[src/rtl/lsa_pkg.sv]
package lsa_pkg;
  typedef enum logic [1:0] {
    SZ_BYTE = 2'd0,
    SZ_HALF = 2'd1,
    SZ_WORD = 2'd2,
    SZ_RSVD = 2'd3
  } lsa_size_e;
endpackage

[src/rtl/lsa_addr_gen.sv]
module lsa_addr_gen
  import lsa_pkg::*;
#(
  parameter int ADDR_W = 32,
  parameter int DISP_W = 16,
  parameter int LW     = 2
) (
  input  logic [ADDR_W-1:0] base,
  input  logic [DISP_W-1:0] disp,
  input  lsa_size_e         size,
  output logic [ADDR_W-1:0] ea,
  output logic              bad
);
  localparam int EXT_W = ADDR_W - DISP_W;

  assign ea = base + {{EXT_W{disp[DISP_W-1]}}, disp};

  // natural alignment rule per access size
  always_comb begin
    unique case (size)
      SZ_BYTE: bad = 1'b0;
      SZ_HALF: bad = ea[0];
      SZ_WORD: bad = |ea[LW-1:0];
      default: bad = 1'b1;
    endcase
  end
endmodule

[src/rtl/lsa_lane_sel.sv]
module lsa_lane_sel
  import lsa_pkg::*;
#(
  parameter int BYTES      = 4,
  parameter bit BIG_ENDIAN = 1'b1,
  parameter int LW         = 2
) (
  input  logic [LW-1:0]    off,
  input  lsa_size_e        size,
  output logic [LW-1:0]    lane_lo,
  output logic [BYTES-1:0] be
);
  logic [BYTES-1:0] mask;

  always_comb begin
    unique case (size)
      SZ_BYTE: mask = BYTES'(1);
      SZ_HALF: mask = BYTES'(3);
      SZ_WORD: mask = '1;
      default: mask = '0;
    endcase
  end

  generate
    if (BIG_ENDIAN) begin : g_big
      always_comb begin
        unique case (size)
          SZ_BYTE: lane_lo = LW'(BYTES - 1) - off;
          SZ_HALF: lane_lo = LW'(BYTES - 2) - off;
          default: lane_lo = '0;
        endcase
      end
    end else begin : g_little
      always_comb begin
        unique case (size)
          SZ_BYTE, SZ_HALF: lane_lo = off;
          default:          lane_lo = '0;
        endcase
      end
    end
  endgenerate

  assign be = mask << lane_lo;
endmodule

[src/rtl/lsa_store_pack.sv]
module lsa_store_pack
  import lsa_pkg::*;
#(
  parameter int DATA_W = 32,
  parameter int LW     = 2
) (
  input  logic [DATA_W-1:0] src,
  input  lsa_size_e         size,
  input  logic [LW-1:0]     lane_lo,
  output logic [DATA_W-1:0] wdata
);
  logic [DATA_W-1:0] trimmed;

  always_comb begin
    unique case (size)
      SZ_BYTE: trimmed = DATA_W'(src[7:0]);
      SZ_HALF: trimmed = DATA_W'(src[15:0]);
      default: trimmed = src;
    endcase
  end

  assign wdata = trimmed << {lane_lo, 3'b000};
endmodule

[src/rtl/lsa_load_unpack.sv]
module lsa_load_unpack
  import lsa_pkg::*;
#(
  parameter int DATA_W = 32,
  parameter int LW     = 2
) (
  input  logic [DATA_W-1:0] rdata,
  input  lsa_size_e         size,
  input  logic              zext,
  input  logic [LW-1:0]     lane_lo,
  output logic [DATA_W-1:0] value
);
  logic [DATA_W-1:0] shifted;
  logic              fill;

  assign shifted = rdata >> {lane_lo, 3'b000};

  always_comb begin
    fill = 1'b0;
    unique case (size)
      SZ_BYTE: begin
        fill  = ~zext & shifted[7];
        value = {{(DATA_W-8){fill}}, shifted[7:0]};
      end
      SZ_HALF: begin
        fill  = ~zext & shifted[15];
        value = {{(DATA_W-16){fill}}, shifted[15:0]};
      end
      default: value = rdata;
    endcase
  end
endmodule

[src/rtl/lsa_top.sv]
module lsa_top
  import lsa_pkg::*;
#(
  parameter int DATA_W     = 32,
  parameter int DISP_W     = 16,
  parameter bit BIG_ENDIAN = 1'b1
) (
  input  logic              clk,
  input  logic              rst_n,
  input  logic              req_valid,
  input  logic              req_store,
  input  logic [1:0]        req_size,
  input  logic              req_zext,
  input  logic [DATA_W-1:0] req_base,
  input  logic [DISP_W-1:0] req_disp,
  input  logic [DATA_W-1:0] req_wdata,
  output logic              mem_valid,
  output logic              mem_write,
  output logic [DATA_W-1:0] mem_addr,
  output logic [DATA_W/8-1:0] mem_be,
  output logic [DATA_W-1:0] mem_wdata,
  output logic              addr_err,
  input  logic              mem_rvalid,
  input  logic [DATA_W-1:0] mem_rdata,
  output logic              load_valid,
  output logic [DATA_W-1:0] load_data
);
  localparam int BYTES = DATA_W / 8;
  localparam int LW    = $clog2(BYTES);

  lsa_size_e         size_in;
  logic [DATA_W-1:0] ea;
  logic              bad;
  logic [LW-1:0]     lane_lo;
  logic [BYTES-1:0]  be_d;
  logic [DATA_W-1:0] wdata_d;
  logic [DATA_W-1:0] ld_value;

  // load context captured with each issued read
  lsa_size_e         ctx_size_q, ctx_size_d;
  logic              ctx_zext_q, ctx_zext_d;
  logic [LW-1:0]     ctx_lane_q, ctx_lane_d;

  // registered request outputs and their next values
  logic              valid_d, write_d, err_d;
  logic              ld_valid_d;
  logic [DATA_W-1:0] addr_d, mem_wdata_d, ld_data_d;
  logic [BYTES-1:0]  mem_be_d;
  logic              req_en, ctx_en, ld_en;

  assign size_in = lsa_size_e'(req_size);

  lsa_addr_gen #(.ADDR_W(DATA_W), .DISP_W(DISP_W), .LW(LW)) u_addr (
    .base (req_base),
    .disp (req_disp),
    .size (size_in),
    .ea   (ea),
    .bad  (bad)
  );

  lsa_lane_sel #(.BYTES(BYTES), .BIG_ENDIAN(BIG_ENDIAN), .LW(LW)) u_lane (
    .off     (ea[LW-1:0]),
    .size    (size_in),
    .lane_lo (lane_lo),
    .be      (be_d)
  );

  lsa_store_pack #(.DATA_W(DATA_W), .LW(LW)) u_pack (
    .src     (req_wdata),
    .size    (size_in),
    .lane_lo (lane_lo),
    .wdata   (wdata_d)
  );

  lsa_load_unpack #(.DATA_W(DATA_W), .LW(LW)) u_unpack (
    .rdata   (mem_rdata),
    .size    (ctx_size_q),
    .zext    (ctx_zext_q),
    .lane_lo (ctx_lane_q),
    .value   (ld_value)
  );

  // next-state logic
  always_comb begin
    req_en      = req_valid;
    ctx_en      = req_valid & ~req_store & ~bad;
    ld_en       = mem_rvalid;
    valid_d     = req_valid & ~bad;
    err_d       = req_valid & bad;
    ld_valid_d  = mem_rvalid;
    write_d     = req_store;
    addr_d      = ea;
    mem_be_d    = be_d;
    mem_wdata_d = req_store ? wdata_d : '0;
    ctx_size_d  = size_in;
    ctx_zext_d  = req_zext;
    ctx_lane_d  = lane_lo;
    ld_data_d   = ld_value;
  end

  // strobes: reset to idle
  always_ff @(posedge clk or negedge rst_n) begin
    if (!rst_n) begin
      mem_valid  <= 1'b0;
      addr_err   <= 1'b0;
      load_valid <= 1'b0;
    end else begin
      mem_valid  <= valid_d;
      addr_err   <= err_d;
      load_valid <= ld_valid_d;
    end
  end

  // datapath registers with explicit enables
  always_ff @(posedge clk or negedge rst_n) begin
    if (!rst_n) begin
      mem_write  <= 1'b0;
      mem_addr   <= '0;
      mem_be     <= '0;
      mem_wdata  <= '0;
      ctx_size_q <= SZ_WORD;
      ctx_zext_q <= 1'b0;
      ctx_lane_q <= '0;
      load_data  <= '0;
    end else begin
      if (req_en) begin
        mem_write <= write_d;
        mem_addr  <= addr_d;
        mem_be    <= mem_be_d;
        mem_wdata <= mem_wdata_d;
      end
      if (ctx_en) begin
        ctx_size_q <= ctx_size_d;
        ctx_zext_q <= ctx_zext_d;
        ctx_lane_q <= ctx_lane_d;
      end
      if (ld_en) begin
        load_data <= ld_data_d;
      end
    end
  end
endmodule

[config.mk]
export PLATFORM = sky130hd
export DESIGN_NAME = lsa_top
export DESIGN_NICKNAME = d
export VERILOG_FILES = /design/src/rtl/lsa_pkg.sv /design/src/rtl/lsa_addr_gen.sv /design/src/rtl/lsa_lane_sel.sv /design/src/rtl/lsa_store_pack.sv /design/src/rtl/lsa_load_unpack.sv /design/src/rtl/lsa_top.sv
export SDC_FILE = /design/constraint.sdc
export NUM_CORES = 1
export LEC_CHECK = 0
export BUFFER_PORTS_ARGS = -buffer_cell sky130_fd_sc_hd__buf_2
export CELL_PAD_IN_SITES_DETAIL_PLACEMENT = 1
export CELL_PAD_IN_SITES_GLOBAL_PLACEMENT = 1
export CORE_UTILIZATION = 40
export CTS_CLUSTER_DIAMETER = 120
export DETAILED_ROUTE_END_ITERATION = 10
export PLACE_DENSITY = 0.8
export SYNTH_ARGS = -nofsm -noshare
export SYNTH_HDL_FRONTEND = slang
export SYNTH_HIERARCHICAL = 1
export SYNTH_SLANG_ARGS = --single-unit
[constraint.sdc]
create_clock -name clk -period 4.9 [get_ports clk]
set_input_delay 0.49 -clock clk [delete_from_list [all_inputs] [get_ports clk]]
set_output_delay 0.49 -clock clk [all_outputs]
set_load 0.005 [all_outputs]
==> impl_metrics.toml <==
[outcome]
status = "finished clean"

[routing]
top_layer = "met5"
drt-pass1-iter-count = 7
wl_met1_um = 9710
routed_wl_um = 22100
wl_met3_um = 1100
viasPerCell = 5.57
ant_nets = 0
drt_iter0_markers = 262
drc = 0
wl_met2_um = 10800
vias = 6564
wl_per_cell_um = 18.8

[clock_tree]
htreeDepth = 3
clk_latency_ps = 370
path_clk_slew_ps = 90
cts_hold_buf = 0
clock_sinks = 109
ctsResizeCount = 0
cts_buffer_depth = 2
root_buffer = "clkbuf_16"
post_cts_buffers = 0
cts_tree = "done"
numCtsBuffers = 9

[finish]
seq_area_um2 = 2730
nets = 1103
nFillCells = 2180
n_antenna_cell = 0
layout-drive-gt1-share_pct = 35.2
multiInputGateArea_um2 = 4220
area.growth.synth_to_final_pct = 20.0
utilization_pct = 49.2

[yosys]
synthArstFlopShare_pct = 100
synth.distinct_cells = 73
synth_compound_area_share_pct = 20.1
yosysSeqAreaShare_pct = 37.0
yosys.area_share.simple_pct = 12.1
synth_top_family_by_area = "compound AO/OA/AOI/OAI gates"
synthAdderAreaFrac_pct = 6.54
ys.flop_type = "dfrtp_1"
syn_nets = 918
synth.avg_cell_area_um2 = 9.72
synthXorXnorAreaFrac_pct = 3.44
synth_edf_count = 0
synthMuxAreaShare_pct = 14.9
synth_area_um2 = 7380
netlist_instances = 760
yosys_warnings = 6
ys_ff_latch = 109

[sta]
tns_ps = 0
max-slew-margin-rel_pct = 21.6
worstMarginPinSlew_ps = 1180
finalCritPeriodShare_pct = 59.7
clock.fmax_ghz = 0.342
period_needed_ps = 2920
setup_viol = 0
slew_viol_final = 0
rsz0062_at_grt = "false"
skew_ps = 11.4
hold_violations = 0

[worst_setup_path]
r2r_cells = 4
crit_type = "flip-flop to flip-flop"
r2r_start = "ctx_lane_q[1]$_DFFE_PN0P_"
start_kind = "flip-flop"
crit_fanout = 20
crit_chain = "mux4_2, a221oi_4, o21ai_0, mux2_2"
crit_path_start = "ctx_lane_q[1]$_DFFE_PN0P_"
cp.arrival_ps = 3170
cpPeakStageDelay_ps = 830
cp.required_ps = 5150
cp-endpoint = "load_data[17]$_DFFE_PN0P_"
path_delay_family = "compound AO/OA/AOI/OAI gates"
crit_path_end_kind = "flip-flop"
cp.depth = 4
cp_num_buf_inv = 0
setup.reg_to_reg.worst_slack_ps = 1980
timing.rr.end = "load_data[17]$_DFFE_PN0P_"
critPathSlowestCell = "dfrtp_1"

[die]
start_util_pct = 41.0
io_pins = 224
rows = 49
fp.coreArea_um2 = 18000
dieWidth_um = 138
die_area_um2 = 19000
die_h_um = 138

[global_routing]
gr-total-overflow = 0
first_global_vias = 6706
grt_util_all_layers_pct = 23.6
antenna_found_initial = 1
grt_pass1_wl_um = 34800
grt_max_degree = 70

[job]
cap_violations = 0

[power]
power.internal_mw = 2.02
combPwrFrac_pct = 35.8
p_clk_share_pct = 24.4
peakVddDrop_mv = 0.177
p_sw_share_pct = 35.8
power.density_nw_per_um2 = 355
p_leak_nw = 4.30
p_switching_mw = 1.13
p_seq_share_pct = 39.8

[placement]
io_buffers = 223
finalWeightedCongestion = 0.854
dpl.hpwl_um = 17000

[min_path]
hold_path.class = "input port to asynchronous set/reset pin"
-- synth_stat cells, drive strengths merged (4+ instances only) --
cell     instances  share of area, %
or2              4              0.34
a211oi           4              0.41
buf             26               2.2
a22o             7              0.83
nor2b           12               1.1
a21oi           31               2.1
inv             46               2.3
mux2            76                12
xor2            15               1.8
o21bai           6              0.76
a22oi           16               1.8
nor3             5              0.34
nand3           43               2.9
clkbuf          25               1.3
o21ai           64               4.4
and2            11              0.93
xnor2           14               1.7
nor2            23               1.2
o31ai            7              0.71
o211a            7              0.95
a31oi            4              0.34
mux2i           22               3.0
o2bb2ai         14               1.7
nand2           47               2.4
dfrtp          108                37
nand3b           8              0.81
ha              37               6.3
a21o            19               1.9
o22ai            9              0.76
nand4            8              0.68
-- through the flow --
| step | power (mW) | area, um^2 | hold WS, ps | std cells | setup slack, ps |
|---|---|---|---|---|---|
| 2_1_floorplan | 1.94 | 7380 | 194 | 760 | 2190 |
| 3_3_place_gp | 2.36 | 8550 | 464 | 1163 | 1740 |
| 3_5_place_dp | 2.40 | 8550 | 475 | 1163 | 1650 |
| 4_1_cts | 3.18 | 8860 | 299 | 1179 | 1960 |
| 5_1_grt | 3.35 | 8860 | 338 | 1179 | 1830 |
| 6_report | 3.15 | 8860 | 269 | 1179 | 1980 |
-- per-layer routing --
| layer | up-vias | GRT usage (%) |
|---|---|---|
| li1 | 3135 | - |
| met1 | 3202 | 30.1 |
| met2 | 190 | 40.0 |
| met3 | 35 | 3.69 |
| met4 | 2 | 8.94 |
| met5 | - | 0 |
-- placed cells by master (no fill, tap or decap), types with 11 or more instances in the layout --
cell       count
and2_1        11
o2bb2ai_1     14
nand2_1       47
inv_1         46
xor2_1        15
nand3_1       43
a21o_1        19
o21ai_1       11
ha_1          37
xnor2_1       14
nor2_1        23
dfrtp_1      108
buf_2        221
mux2_2        73
nor2b_1       11
o21ai_0       52
a21oi_1       31
a22oi_1       15
mux2i_1       22
-- worst reg2reg max path: cells and delay by family, from the launching register on --
| family | cells | cell delay, ps |
|---|---|---|
| multiplexers | 2 | 990 |
| flip-flops | 1 | 830 |
| AO/OA/AOI/OAI | 2 | 1010 |
-- power groups by stage --
stage	clock [mW]	combinational [mW]	sequential, mW
final	0.767	1.13	1.25
after global routing	0.821	1.24	1.29
after CTS	0.792	1.13	1.26
after detailed placement	0	1.13	1.27
after global placement	0	1.10	1.26
after floorplan	0	0.703	1.24
-- registers in the layout (all words and copies together) (netlist names) --
signal / flops
mem_write: 1
mem_be: 4
addr_err: 1
mem_addr: 32
ctx_lane_q: 2
mem_valid: 1
load_valid: 1
load_data: 32
ctx_zext_q: 1
ctx_size_q: 2
mem_wdata: 32
-- area by class of cell --
cell class | count | area share [%]
multi-input cells | 553 | 47.6
flip-flops and latches | 109 | 30.8
repair buffers | 225 | 12.8
well taps | 229 | 3.23
clock buffers | 9 | 2.54
inverters | 47 | 1.99
clock inverters | 7 | 1.00
-- worst min path at each step --
stage / start / to
6_report: rst_n / load_data[24]$_DFFE_PN0P_
4_1_cts: rst_n / load_data[25]$_DFFE_PN0P_
2_1_floorplan: rst_n / addr_err$_DFF_PN0_
3_5_place_dp: load_data[4]$_DFFE_PN0P_ / load_data[4]$_DFFE_PN0P_
5_1_grt: rst_n / load_data[25]$_DFFE_PN0P_
3_3_place_gp: load_data[4]$_DFFE_PN0P_ / load_data[4]$_DFFE_PN0P_
-- cells by family (layout without fill, tap and decap cells) --
group | after synthesis | in the layout
AOI/OAI and AO/OA | 213 | 213
adders and majority gates | 38 | 38
buffers and inverters | 98 | 288
and+or+nand+nor | 174 | 174
xor gates and xnor gates | 29 | 29
muxes | 99 | 99
DFF | 109 | 109
No activity file was read; power rests on OpenSTA's default activity.
